**src/rtl/raster_timing_pkg.sv**
```systemverilog
`timescale 1ns/1ps
package raster_timing_pkg;

    localparam int REG_AW = 5;
    localparam int HW     = 16;
    localparam int OW     = 32;

    typedef enum logic [REG_AW-1:0] {
        RA_RUN    = 5'd0,
        RA_CFG    = 5'd1,
        RA_LINE   = 5'd2,
        RA_FPER   = 5'd3,
        RA_VPW    = 5'd4,
        RA_DVS    = 5'd5,
        RA_DVE    = 5'd6,
        RA_AVS    = 5'd7,
        RA_AVE    = 5'd8,
        RA_DH     = 5'd9,
        RA_AH     = 5'd10,
        RA_BORDER = 5'd11,
        RA_UFLOW  = 5'd12,
        RA_POL    = 5'd13,
        RA_CFG2   = 5'd14,
        RA_DWID   = 5'd15,
        RA_LCLR   = 5'd16
    } reg_addr_e;

    typedef struct packed {
        logic          act_h_en;
        logic          act_v_en;
        logic [HW-1:0] hper;
        logic [HW-1:0] hsw;
        logic [OW-1:0] fper;
        logic [OW-1:0] vpw;
        logic [OW-1:0] dvs;
        logic [OW-1:0] dve;
        logic [OW-1:0] avs;
        logic [OW-1:0] ave;
        logic [HW-1:0] dhs;
        logic [HW-1:0] dhe;
        logic [HW-1:0] ahs;
        logic [HW-1:0] ahe;
        logic [2:0]    pol;
        logic          dbl;
        logic [HW-1:0] dwid;
    } timing_t;

endpackage

```
**src/rtl/raster_timing_regs.sv**
```systemverilog
`timescale 1ns/1ps
module raster_timing_regs
    import raster_timing_pkg::*;
#(
    parameter int CW = 24
) (
    input  logic              clk,
    input  logic              rst_n,
    input  logic              wr_en,
    input  logic [REG_AW-1:0] wr_addr,
    input  logic [31:0]       wr_data,
    input  logic              frame_end,
    output logic              run_o,
    output logic              line_clr_o,
    output timing_t           cfg_o,
    output logic [CW-1:0]     border_o,
    output logic [CW-1:0]     uflow_o
);

    typedef struct packed {
        logic          run;
        timing_t       shd;
        timing_t       act;
        logic [CW-1:0] b_shd;
        logic [CW-1:0] b_act;
        logic [CW-1:0] u_shd;
        logic [CW-1:0] u_act;
    } rf_t;

    rf_t st_q, st_d;

    always_comb begin
        st_d       = st_q;
        line_clr_o = 1'b0;
        if (wr_en) begin
            case (wr_addr)
                RA_RUN:    st_d.run = wr_data[0];
                RA_CFG: begin
                    st_d.shd.act_h_en = wr_data[29];
                    st_d.shd.act_v_en = wr_data[30];
                end
                RA_LINE: begin
                    st_d.shd.hper = wr_data[31:16];
                    st_d.shd.hsw  = wr_data[15:0];
                end
                RA_FPER:   st_d.shd.fper = wr_data;
                RA_VPW:    st_d.shd.vpw  = wr_data;
                RA_DVS:    st_d.shd.dvs  = wr_data;
                RA_DVE:    st_d.shd.dve  = wr_data;
                RA_AVS:    st_d.shd.avs  = wr_data;
                RA_AVE:    st_d.shd.ave  = wr_data;
                RA_DH: begin
                    st_d.shd.dhe = wr_data[31:16];
                    st_d.shd.dhs = wr_data[15:0];
                end
                RA_AH: begin
                    st_d.shd.ahe = wr_data[31:16];
                    st_d.shd.ahs = wr_data[15:0];
                end
                RA_BORDER: st_d.b_shd    = wr_data[CW-1:0];
                RA_UFLOW:  st_d.u_shd    = wr_data[CW-1:0];
                RA_POL:    st_d.shd.pol  = wr_data[2:0];
                RA_CFG2:   st_d.shd.dbl  = wr_data[0];
                RA_DWID:   st_d.shd.dwid = wr_data[15:0];
                RA_LCLR:   line_clr_o    = wr_data[31];
                default: ;
            endcase
        end
        // shadow set becomes live while stopped or at a frame wrap
        if (!st_q.run || frame_end) begin
            st_d.act   = st_q.shd;
            st_d.b_act = st_q.b_shd;
            st_d.u_act = st_q.u_shd;
        end
    end

    always_ff @(posedge clk or negedge rst_n) begin
        if (!rst_n) st_q <= '0;
        else        st_q <= st_d;
    end

    assign run_o    = st_q.run;
    assign cfg_o    = st_q.act;
    assign border_o = st_q.b_act;
    assign uflow_o  = st_q.u_act;

endmodule

```
**src/rtl/raster_timing_counter.sv**
```systemverilog
`timescale 1ns/1ps
module raster_timing_counter
    import raster_timing_pkg::*;
#(
    parameter int CNTW = 16
) (
    input  logic            clk,
    input  logic            rst_n,
    input  logic            run,
    input  logic            line_clr,
    input  logic [HW-1:0]   hper,
    input  logic [OW-1:0]   fper,
    output logic [OW-1:0]   pos_o,
    output logic [HW-1:0]   hcnt_o,
    output logic [CNTW-1:0] line_o,
    output logic [CNTW-1:0] frame_o,
    output logic            frame_end_o
);

    typedef struct packed {
        logic [OW-1:0]   pos;
        logic [HW-1:0]   hcnt;
        logic [CNTW-1:0] line;
        logic [CNTW-1:0] frame;
    } rc_t;

    rc_t st_q, st_d;

    assign frame_end_o = run && (st_q.pos == fper - 1'b1);

    always_comb begin
        st_d = st_q;
        if (!run) begin
            st_d = '0;
        end else if (frame_end_o) begin
            st_d.pos   = '0;
            st_d.hcnt  = '0;
            st_d.line  = '0;
            st_d.frame = st_q.frame + 1'b1;
        end else begin
            st_d.pos = st_q.pos + 1'b1;
            if (st_q.hcnt == hper - 1'b1) begin
                st_d.hcnt = '0;
                st_d.line = st_q.line + 1'b1;
            end else begin
                st_d.hcnt = st_q.hcnt + 1'b1;
            end
            if (line_clr) st_d.line = '0;
        end
    end

    always_ff @(posedge clk or negedge rst_n) begin
        if (!rst_n) st_q <= '0;
        else        st_q <= st_d;
    end

    assign pos_o   = st_q.pos;
    assign hcnt_o  = st_q.hcnt;
    assign line_o  = st_q.line;
    assign frame_o = st_q.frame;

endmodule

```
**src/rtl/raster_timing_pixout.sv**
```systemverilog
`timescale 1ns/1ps
module raster_timing_pixout
    import raster_timing_pkg::*;
#(
    parameter int CW = 24
) (
    input  logic          clk,
    input  logic          rst_n,
    input  logic          run,
    input  timing_t       cfg,
    input  logic [CW-1:0] border,
    input  logic [CW-1:0] uflow,
    input  logic [OW-1:0] pos,
    input  logic [HW-1:0] hcnt,
    input  logic          up_valid,
    input  logic [CW-1:0] up_data,
    output logic          hsync_o,
    output logic          vsync_o,
    output logic          den_o,
    output logic          disp_o,
    output logic          act_o,
    output logic          data_o,
    output logic [CW-1:0] pix_o
);

    typedef struct packed {
        logic          hs;
        logic          vs;
        logic          de;
        logic          disp;
        logic          act;
        logic          data;
        logic [CW-1:0] pix;
    } po_t;

    po_t st_q, st_d;

    logic          v_disp, h_disp, in_disp, h_act, v_act, in_act, in_data;
    logic [HW:0]   data_end;
    logic [HW-1:0] dw_eff;

    always_comb begin
        v_disp   = (pos >= cfg.dvs) && (pos <= cfg.dve);
        h_disp   = (hcnt >= cfg.dhs) && (hcnt <= cfg.dhe);
        in_disp  = v_disp && h_disp;
        h_act    = !cfg.act_h_en || ((hcnt >= cfg.ahs) && (hcnt <= cfg.ahe));
        v_act    = !cfg.act_v_en || ((pos >= cfg.avs) && (pos <= cfg.ave));
        in_act   = in_disp && h_act && v_act;
        dw_eff   = cfg.dbl ? (cfg.dwid >> 1) : cfg.dwid;
        data_end = {1'b0, cfg.dhs} + {1'b0, dw_eff};
        in_data  = in_disp && ({1'b0, hcnt} < data_end);

        st_d.hs   = cfg.pol[0];
        st_d.vs   = cfg.pol[1];
        st_d.de   = cfg.pol[2];
        st_d.disp = 1'b0;
        st_d.act  = 1'b0;
        st_d.data = 1'b0;
        st_d.pix  = '0;
        if (run) begin
            st_d.hs   = ({16'd0, hcnt} < {16'd0, cfg.hsw}) ^ cfg.pol[0];
            st_d.vs   = (pos < cfg.vpw) ^ cfg.pol[1];
            st_d.de   = in_act ^ cfg.pol[2];
            st_d.disp = in_disp;
            st_d.act  = in_act;
            st_d.data = in_data;
            if (in_act)       st_d.pix = up_valid ? up_data : uflow;
            else if (in_disp) st_d.pix = border;
        end
    end

    always_ff @(posedge clk or negedge rst_n) begin
        if (!rst_n) st_q <= '0;
        else        st_q <= st_d;
    end

    assign hsync_o = st_q.hs;
    assign vsync_o = st_q.vs;
    assign den_o   = st_q.de;
    assign disp_o  = st_q.disp;
    assign act_o   = st_q.act;
    assign data_o  = st_q.data;
    assign pix_o   = st_q.pix;

endmodule

```
**src/rtl/raster_timing_gen.sv**
```systemverilog
`timescale 1ns/1ps
module raster_timing_gen
    import raster_timing_pkg::*;
#(
    parameter int CW = 24
) (
    input  logic          clk,
    input  logic          rst_n,
    input  logic          reg_we,
    input  logic [4:0]    reg_addr,
    input  logic [31:0]   reg_wdata,
    input  logic          up_valid,
    input  logic [CW-1:0] up_data,
    output logic          hsync_o,
    output logic          vsync_o,
    output logic          den_o,
    output logic          disp_win_o,
    output logic          act_win_o,
    output logic          data_win_o,
    output logic [CW-1:0] pix_o,
    output logic [15:0]   frame_cnt_o,
    output logic [15:0]   line_cnt_o
);

    localparam int CNTW = 16;

    logic          run;
    logic          line_clr;
    logic          frame_end;
    timing_t       cfg;
    logic [CW-1:0] border, uflow;
    logic [OW-1:0] pos;
    logic [HW-1:0] hcnt;

    raster_timing_regs #(.CW(CW)) regs_i (
        .clk        (clk),
        .rst_n      (rst_n),
        .wr_en      (reg_we),
        .wr_addr    (reg_addr),
        .wr_data    (reg_wdata),
        .frame_end  (frame_end),
        .run_o      (run),
        .line_clr_o (line_clr),
        .cfg_o      (cfg),
        .border_o   (border),
        .uflow_o    (uflow)
    );

    raster_timing_counter #(.CNTW(CNTW)) cnt_i (
        .clk         (clk),
        .rst_n       (rst_n),
        .run         (run),
        .line_clr    (line_clr),
        .hper        (cfg.hper),
        .fper        (cfg.fper),
        .pos_o       (pos),
        .hcnt_o      (hcnt),
        .line_o      (line_cnt_o),
        .frame_o     (frame_cnt_o),
        .frame_end_o (frame_end)
    );

    raster_timing_pixout #(.CW(CW)) out_i (
        .clk      (clk),
        .rst_n    (rst_n),
        .run      (run),
        .cfg      (cfg),
        .border   (border),
        .uflow    (uflow),
        .pos      (pos),
        .hcnt     (hcnt),
        .up_valid (up_valid),
        .up_data  (up_data),
        .hsync_o  (hsync_o),
        .vsync_o  (vsync_o),
        .den_o    (den_o),
        .disp_o   (disp_win_o),
        .act_o    (act_win_o),
        .data_o   (data_win_o),
        .pix_o    (pix_o)
    );

endmodule

```
**config.mk**
```make
export PLATFORM = sky130hd
export DESIGN_NAME = raster_timing_gen
export DESIGN_NICKNAME = d
export VERILOG_FILES = /design/src/rtl/raster_timing_pkg.sv /design/src/rtl/raster_timing_regs.sv /design/src/rtl/raster_timing_counter.sv /design/src/rtl/raster_timing_pixout.sv /design/src/rtl/raster_timing_gen.sv
export SDC_FILE = /design/constraint.sdc
export NUM_CORES = 1
export LEC_CHECK = 0
export BUFFER_PORTS_ARGS = -buffer_cell sky130_fd_sc_hd__buf_4
export CAP_MARGIN = 10
export CORE_ASPECT_RATIO = 2
export CORE_MARGIN = 5
export CORE_UTILIZATION = 60
export DETAILED_ROUTE_END_ITERATION = 12
export PLACE_DENSITY = 0.81
export SYNTH_ARGS = -nofsm -noshare
export SYNTH_HDL_FRONTEND = slang
export SYNTH_HIERARCHICAL = 1
export SYNTH_SLANG_ARGS = --single-unit
```
**constraint.sdc**
```tcl
create_clock -name clk -period 5.01 [get_ports clk]
set_clock_uncertainty 0.2 [all_clocks]
set_input_delay 0.2505 -clock clk [delete_from_list [all_inputs] [get_ports clk]]
set_output_delay 0.2505 -clock clk [all_outputs]
set_load 0.005 [all_outputs]
```
==> results of run 1 <==
-- logic make-up after synthesis --
| group | share of synthesized area, % |
|---|---|
| buffers and inverters | 9.98 |
| adder cells (fa/ha/maj) | 7.85 |
| XOR/XNOR | 2.32 |
| flip-flops | 46.9 |
| AND/OR/NAND/NOR | 7.54 |
| multiplexers | 20.6 |
| AO/OA/AOI/OAI | 4.77 |
-- metal layers --
metal | GRT usage, % | vias to the layer above | wire length [um]
li1 | - | 12233 | -
met1 | 28.2 | 13840 | 37400
met2 | 46.5 | 696 | 53600
met3 | 4.04 | 313 | 4210
met4 | 15.5 | 2 | 6960
met5 | 0 | - | 13
-- area by class of cell --
cell class	instances	area (sq um)	share of cell area, %
flip-flops and latches	827	20700	44.5
multi-input cells	2123	19000	41.0
clock buffers	107	2160	4.65
repair buffers	243	2140	4.60
well taps	923	1150	2.49
inverters	260	976	2.10
clock inverters	22	300	0.646
diodes	4	10.0	0.0215
-- what timing repair did --
item,4_1_cts,5_1_grt
gates resized for setup,0,0
hold buffers,62,0
hold endpoints to repair,470,0
-- metrics by stage --
step	hold slack (ns)	std cells	setup slack (ns)	power (mW)
after floorplan	-0.245	3711	0.806	13.9
after global placement	0.145	4314	0.802	14.0
after global routing	0.0786	4507	0.321	21.2
after CTS	0.0349	4505	0.649	20.2
after detailed placement	0.147	4314	0.685	14.3
final	0.0170	4509	0.506	20.1
-- registers in the layout, indices dropped and copies added, names as in the netlist --
signal / flops
out_i/act_o: 1
out_i/vsync_o: 1
regs_i/border_o: 24
cnt_i/pos_o: 32
out_i/pix_o: 24
cnt_i/frame_o: 16
out_i/disp_o: 1
regs_i/st_q: 358
cnt_i/hcnt_o: 16
out_i/hsync_o: 1
cnt_i/line_o: 16
out_i/data_o: 1
regs_i/cfg_o: 310
regs_i/run_o: 1
out_i/den_o: 1
regs_i/uflow_o: 24
-- layout by cell type (no fill, tap or decap), drive strengths merged, types with 100 or more instances in the layout --
master  Yosys  layout
dfrtp     827     827
mux2      758     758
ha        275     275
inv       260     267
buf       444     181
nor2      134     134
nand2     114     114
clkbuf     57     107
a21oi     100     100
-- worst min-delay path by stage --
stage	from	end	slack, ns
after CTS	rst_n	regs_i/st_q[512]	0.03
after detailed placement	rst_n	regs_i/st_q[512]	0.15
after floorplan	rst_n	cnt_i/frame_o[0]	-0.25
final	rst_n	regs_i/st_q[543]	0.02
after global placement	rst_n	regs_i/cfg_o[170]	0.14
after global routing	up_valid	out_i/pix_o[0]	0.08
-- where the power goes --
part | leakage [nW] | internal, mW | switching (mW)
Sequential | 10.7 | 8.11 | 0.920
Combinational | 10.3 | 2.63 | 2.63
Clock | 1.20 | 3.28 | 2.56
==> impl_metrics.yaml, run 1 <==
route:
  final_antenna_net_count: 0
  vias: 27084
  drt_first_pass_iters: 5
  drt-wirelength-per-cell_um: 22.7
  via_per_inst: 6.01
  routed_wl_um: 102000
  drt-initial-drc-count: 1513
  drc: 0
floorplanning:
  io_pins: 127
  rows: 140
  die_w_um: 202
  dieArea_sq_um: 79300
  die_h_um: 393
  core_sq_um: 72900
  initial_utilization_pct: 60.5
place:
  io_buffers: 126
  post-dp-hpwl_um: 69700
  place.gp.congestion: 1.00
  placed_area_sq_um: 43400
setup_path:
  path_depth: 10
  r2r.worst_path.cells: 10
  path_buf_inv: 1
  crit_required_ns: 5.34
  setup.worst_path.end: "regs_i/cfg_o[108]"
  cp-end-kind: "register"
  crit_family: "simple AND/OR/NAND/NOR gates"
  arrival_ns: 4.83
  cp-start-kind: "register"
  cp-startpoint: "regs_i/cfg_o[248]"
  rrSetupSlack_ns: 0.51
  crit_type: "register to register"
  crit_fanout: 101
  r2r_start: "regs_i/cfg_o[248]"
  slowest_stage: "nor3_1"
  worstPathCellList: "nor3_1, nand2_1, o21ai_0, a211oi_1, o311ai_0, nor4_1, and2_1, nor2b_4, buf_12, mux2_2"
  cp_slowest_stage_delay_ns: 0.69
  r2r-end: "regs_i/cfg_o[108]"
yosys:
  ys_types: 90
  synth_commonest_cells: "dfrtp_1, mux2_2, buf_4, ha_1, inv_1"
  syn_area_sq_um: 44100
  synth_ff_type: "dfrtp_1"
  ys_ff_latch: 827
  synth_cells: 3711
  synth_warnings: 6
  yosys.cell_count.top_type: "dfrtp_1"
  synth_edf_count: 0
  synth_top_cells_by_area: "dfrtp_1, mux2_2, ha_1, buf_4, inv_1"
  syn_nets: 4052
  synth-async-reset-ratio_pct: 100
  synth_top_cell_by_area: "dfrtp_1"
  syn_avg_cell_area_sq_um: 11.9
  netlist.area_leader.share_pct: 46.9
  yosysSeqAreaShare_pct: 46.9
global_routing:
  grt_max_degree: 140
  grtUsageTotal_pct: 25.7
  overflow: 0
  antenna_found_initial: 8
  grt_pass1_wl_um: 161000
  first_global_vias: 29248
final_layout:
  drive_gt1_share_pct: 30.3
  finalInstanceArea_sq_um: 46500
  finalNetCount: 3870
  utilization_pct: 63.8
  fillers: 5282
  area_growth_syn_to_layout_pct: 5.39
cts:
  clock-root-buffer: "clkbuf_16"
  cts_max_path_buffers: 3
  cts_made_buffers: 74
  clk_pin_slew_ns: 0.07
  cts-htree-levels: 3
  cts_setup_buffers: 0
  cts_tree: "yes"
  clk_latency_ns: 0.65
  clock_sinks: 827
sta:
  rsz0062_at_grt: "false"
  setup_tns_ns: 0
  fmax_mhz: 222
  hold_viol_final: 0
  tightest_slew_ns: 1.36
  setup_viol: 0
  period_share_pct: 89.9
  final_max_slew_viol_count: 0
  period_minus_slack_ns: 4.50
  relSlewSlack_pct: 8.20
outcome:
  status: "completed"
flow_run:
  maxCapViolCount: 0
power:
  p_leak_nw: 22.3
  peakVddDrop_mv: 0.350
  cellPowerDensity_nw_per_um2: 433
min_path:
  min_path_type: "input pin to asynchronous set/reset pin"
Note: power is estimated with default switching activity, not from simulation.
==> run 2: changes to the inputs <==
Settings changed: CORE_UTILIZATION 60 to 57, PLACE_DENSITY 0.81 to 0.77.
Clock period 5.01 ns to 3.85 ns, I/O delays scaled along.
==> run 2 against run 1 <==
Effect of this change:
- the run now ends with negative hold slack, negative setup slack left
- design area up 6.8%
- first-iteration DRC count increased by 13%
- register-to-register slack got worse by 0.90 ns
- maximum frequency up 6.1%
- wire length is 13% higher
- setup slack worse by 0.90 ns
- core utilization grew 0.73 points
- count of clock-buffer cells in the layout down 3
- via count grew 4.7%
- flip-flop and latch count stayed put
- highest routed layer unchanged
==> impl_metrics.yaml, run 2 (synthesis results as in run 1) <==
floorplanning:
  die_w_um: 207
  rows: 144
  initial_utilization_pct: 57.3
  io_pins: 127
  die_h_um: 403
  dieArea_sq_um: 83300
  core_sq_um: 76900
sta:
  rsz0062_at_grt: "true"
  holdWs_ns: -0.0438
  tightest_slew_ns: 1.22
  setup_viol: 229
  hold_viol_final: 9
  relSlewSlack_pct: 18.5
  period_minus_slack_ns: 4.25
  fmax_mhz: 235
  setup_tns_ns: -19.91
  final_max_slew_viol_count: 0
  period_share_pct: 110
  fin_ws_ns: -0.397
route:
  drc: 0
  drt-initial-drc-count: 1713
  routed_wl_um: 115000
  drt-wirelength-per-cell_um: 23.8
  via_per_inst: 5.88
  drt_first_pass_iters: 7
  vias: 28366
  final_antenna_net_count: 0
cts:
  clock_sinks: 827
  clock-root-buffer: "clkbuf_16"
  cts-htree-levels: 3
  cts_max_path_buffers: 3
  clk_latency_ns: 0.66
  clk_pin_slew_ns: 0.07
  cts_made_buffers: 76
  cts_tree: "yes"
setup_path:
  r2r.worst_path.cells: 11
  crit_fanout: 11
  slowest_stage: "nor4_2"
  r2r_start: "cnt_i/pos_o[14]"
  cp-startpoint: "cnt_i/pos_o[14]"
  rrSetupSlack_ns: -0.40
  arrival_ns: 4.56
  cp-end-kind: "register"
  cp-start-kind: "register"
  r2r-end: "out_i/den_o"
  crit_required_ns: 4.17
  worstPathCellList: "buf_4, ha_1, nand4_1, nor4_2, a21bo_1, and4_1, a211o_1, nand4_2, buf_12, nor2_1, xor2_1"
  cp_slowest_stage_delay_ns: 0.84
  crit_type: "register to register"
final_layout:
  layout_commonest_cell: "dfrtp_1"
  largest_reg_flops: 358
  drive_gt1_share_pct: 36.1
  top_register: "regs_i/st_q"
  finalInstanceArea_sq_um: 49600
  final_cell_mix: "dfrtp_1, mux2_2, buf_4, ha_1, inv_1"
  fillers: 5550
  area_growth_syn_to_layout_pct: 12.5
  finalNetCount: 4084
  utilization_pct: 64.5
global_routing:
  antenna_found_initial: 2
  first_global_vias: 29906
  grt_pass1_wl_um: 168000
  grt_max_degree: 109
  grtUsageTotal_pct: 26.0
  overflow: 0
place:
  post-dp-hpwl_um: 74500
  place.gp.congestion: 0.979
  io_buffers: 126
  placed_area_sq_um: 44700
outcome:
  violations: "negative hold slack, negative setup slack"
  status: "finished with violations"
power:
  peakVddDrop_mv: 0.504
  p_leak_nw: 23.7
  cellPowerDensity_nw_per_um2: 563
min_path:
  min_path_type: "input pin to asynchronous set/reset pin"
flow_run:
  maxCapViolCount: 0
run 2: cell type report:
class	count	area [sq um]	area share, %
Sequential cell	827	20700	41.7
Antenna cell	1	2.50	0.00504
Clock inverter	33	335	0.676
Timing Repair Buffer	455	4630	9.33
Inverter	260	976	1.97
Tap cell	1022	1280	2.58
Clock buffer	104	2190	4.41
Multi-Input combinational cell	2123	19500	39.3
run 2: how the worst max path moves through the flow:
stage,endpoint,slack (ns),depth (start not counted)
detailed placement,regs_i/cfg_o[2],-0.29,10
finish,out_i/den_o,-0.40,11
global route,out_i/den_o,-0.25,11
CTS,regs_i/cfg_o[151],-0.08,13
floorplan,regs_i/border_o[0],-0.04,13
global placement,out_i/data_o,-0.25,16
run 2: per-stage QoR:
step / hold slack (ns) / power [mW] / cells / setup WS (ns)
after floorplan: -0.303 / 18.1 / 3711 / -0.0356
after global placement: 0.145 / 18.7 / 4551 / -0.254
after detailed placement: 0.154 / 19.1 / 4551 / -0.286
after CTS: 0.00490 / 27.1 / 4769 / -0.0792
after global routing: 0.0312 / 29.3 / 4824 / -0.254
final: -0.0438 / 27.9 / 4825 / -0.397
run 2: critical path, delay by kind of cell (launching register included):
family	cells	cell delay, ns
flip-flops	1	0.51
buffers and inverters	2	0.42
AO/OA/AOI/OAI	2	0.69
AND/OR/NAND/NOR	5	1.80
adder cells (fa/ha/maj)	1	0.32
XOR/XNOR	1	0.16
run 2: power by group:
group / leakage [nW] / internal [mW] / switching (mW)
Sequential: 10.7 / 10.5 / 1.16
Clock: 1.25 / 4.30 / 3.46
Combinational: 11.8 / 4.40 / 4.08
Total: 23.7 / 19.3 / 8.70
run 2: what timing repair did:
item	4_1_cts	5_1_grt
endpoints found under the setup margin	422	427
hold buffers	74	0
resized for setup	18	121
pin swaps	12	43
cloned	0	39
hold endpoints to repair	474	0
buffers inserted	7	16
run 2: layer usage:
metal | global-route usage, % | part of all wire, %
met2 | 47.7 | 53
met3 | 3.67 | 4.0
met1 | 28.0 | 35
met5 | 0 | 0.011
met4 | 15.3 | 8.3
==> run 3: changes to the inputs <==
Settings changed: SETUP_SLACK_MARGIN set to 0.4.
==> run 3 against run 2 <==
Effect of this change:
- register-to-register slack gained 0.28 ns
- clock power shrank 2%
- flip-flop and latch count is the same
- first-iteration DRC count shrank 9.2%
- wire length shrank 1.6%
- critical path depth grew 2
- global-route usage grew 1.3 points
- via count shrank 0.69%
- setup slack gained 0.28 ns
- the run ends with negative setup slack left
==> impl_metrics.yaml, run 3 (synthesis results as in run 1) <==
power:
  p_comb_share_pct: 30.2
  p_seq_share_pct: 42.5
  p_clk_share_pct: 27.3
  p_sw_mw: 8.50
  cellPowerDensity_nw_per_um2: 561
  p_leak_nw: 24.0
  swShare_pct: 30.6
  internal_power_mw: 19.3
  peakVddDrop_mv: 0.502
final_layout:
  layout_commonest_cell: "dfrtp_1"
  final_cells: 4819
  finalNetCount: 4083
  utilization_pct: 64.5
  drive_gt1_share_pct: 35.9
  area_growth_syn_to_layout_pct: 12.5
  final_cell_mix: "dfrtp_1, mux2_2, buf_4, ha_1, inv_1"
  largest_reg_flops: 358
  top_register: "regs_i/st_q"
setup_path:
  cp-end-kind: "register"
  rrSetupSlack_ns: -0.12
  arrival_ns: 4.28
  r2r.worst_path.cells: 13
  crit_required_ns: 4.16
  r2r_start: "regs_i/cfg_o[270]"
  crit_type: "register to register"
  r2r-end: "regs_i/cfg_o[177]"
  cp-start-kind: "register"
  crit_fanout: 8
floorplanning:
  die_h_um: 403
  rows: 144
  dieArea_sq_um: 83300
  core_sq_um: 76900
  initial_utilization_pct: 57.3
  die_w_um: 207
  io_pins: 127
min_path:
  min_path_type: "input pin to register"
  whs_path_depth: 4
  worstHoldStart: "up_valid"
  hold_end: "out_i/pix_o[17]"
sta:
  period_share_pct: 103
  hold_viol_final: 0
  rsz0062_at_grt: "true"
  fin_ws_ns: -0.120
  tightest_slew_ns: 1.17
  fmax_mhz: 252
  setup_tns_ns: -13.94
  period_minus_slack_ns: 3.97
  setup_viol: 263
  relSlewSlack_pct: 21.1
  final_max_slew_viol_count: 0
route:
  drt-wirelength-per-cell_um: 23.5
  routed_wl_um: 113000
  drt-initial-drc-count: 1556
  final_antenna_net_count: 0
  via_per_inst: 5.85
  drc: 0
  vias: 28169
  drt_first_pass_iters: 5
cts:
  cts_max_path_buffers: 3
  clock_sinks: 827
  cts_made_buffers: 70
  clk_latency_ns: 0.64
  cts-htree-levels: 3
  clock-root-buffer: "clkbuf_16"
  clk_pin_slew_ns: 0.07
  cts_tree: "yes"
place:
  place.gp.congestion: 0.917
  dp_cells: 4593
  post-dp-hpwl_um: 78800
  io_buffers: 126
global_routing:
  overflow: 0
  grt_pass1_wl_um: 175000
  antenna_found_initial: 2
  grt_max_degree: 116
  grtUsageTotal_pct: 27.3
  first_global_vias: 30669
outcome:
  violations: "negative setup slack"
  status: "finished with violations"
flow_run:
  maxCapViolCount: 0
## run 3: changes by cell type in the layout (fill, tap and decap cells not counted), sizes merged
cell | before | now
clkinvlp | 4 | 6
buf | 357 | 389
clkbuf | 128 | 101
dlygate4sd3 | 74 | 67
bufinv | 4 | 8
clkinv | 16 | 11
inv | 269 | 264
## run 3: layer usage
layer  vias up  part of all wire (%)  track usage (%)  wire length [um]
met5         -                 0.011                0                13
met4         2                   7.3             17.3              8260
met3       344                   3.6             4.00              4100
met2       761                    53             49.0             60300
met1     14393                    36             29.7             40500
li1      12669                     -                -                 -
## run 3: how the worst max path moves through the flow
stage	end	slack [ns]	startpoint	depth (start not counted)
finish	regs_i/cfg_o[177]	-0.12	regs_i/cfg_o[270]	13
global route	out_i/data_o	-0.20	regs_i/cfg_o[16]	17
CTS	regs_i/cfg_o[297]	-0.09	regs_i/cfg_o[270]	13
detailed placement	regs_i/cfg_o[60]	-0.19	regs_i/cfg_o[270]	14
global placement	regs_i/cfg_o[60]	-0.19	regs_i/cfg_o[245]	14
floorplan	out_i/data_o	0.13	regs_i/cfg_o[16]	18
## run 3: power by group through the flow
stage,Combinational (mW),Sequential [mW],Clock [mW]
global placement,7.62,11.8,0
CTS,8.23,11.8,7.71
floorplan,7.37,11.4,0
detailed placement,7.87,11.9,0
global route,9.11,12.0,8.04
finish,8.38,11.8,7.59
## run 3: area by class of cell
| type | count | area [sq um] |
|---|---|---|
| Inverter | 260 | 978 |
| Tap cell | 1022 | 1280 |
| Sequential cell | 827 | 20700 |
| Multi-Input combinational cell | 2123 | 19900 |
| Antenna cell | 1 | 2.50 |
| Timing Repair Buffer | 460 | 4340 |
| Clock buffer | 97 | 2040 |
| Clock inverter | 29 | 394 |
| Fill cell | 5574 | 27300 |
## run 3: critical path: stages, from the launching register on
cell,delay [ns]
dfrtp_1,0.39
or4_4,0.54
or4_4,0.53
or3_1,0.32
a211o_1,0.29
nor2_2,0.13
nor4_2,0.05
buf_4,0.15
and2_4,0.16
nor2b_4,0.18
buf_12,0.20
buf_4,0.17
clkbuf_16,0.16
mux2_2,0.34
## run 3: what timing repair did
action	4_1_cts	5_1_grt
resized for setup	54	26
setup buffers	24	3
cloned	1	4
endpoints found under the setup margin	466	467
endpoints found under the hold margin	569	0
hold buffers	67	0
pin swaps	8	8
## run 3: per-stage QoR
step / hold WS (ns) / setup WS, ns / instance area (sq um) / power [mW]
floorplan: -0.303 / 0.132 / 45300 / 18.7
global placement: 0.0540 / -0.191 / 45800 / 19.5
detailed placement: 0.0544 / -0.187 / 45800 / 19.8
CTS: 0.00995 / -0.0939 / 49400 / 27.7
global route: 0.0808 / -0.196 / 49600 / 29.2
finish: 0.0635 / -0.120 / 49600 / 27.8
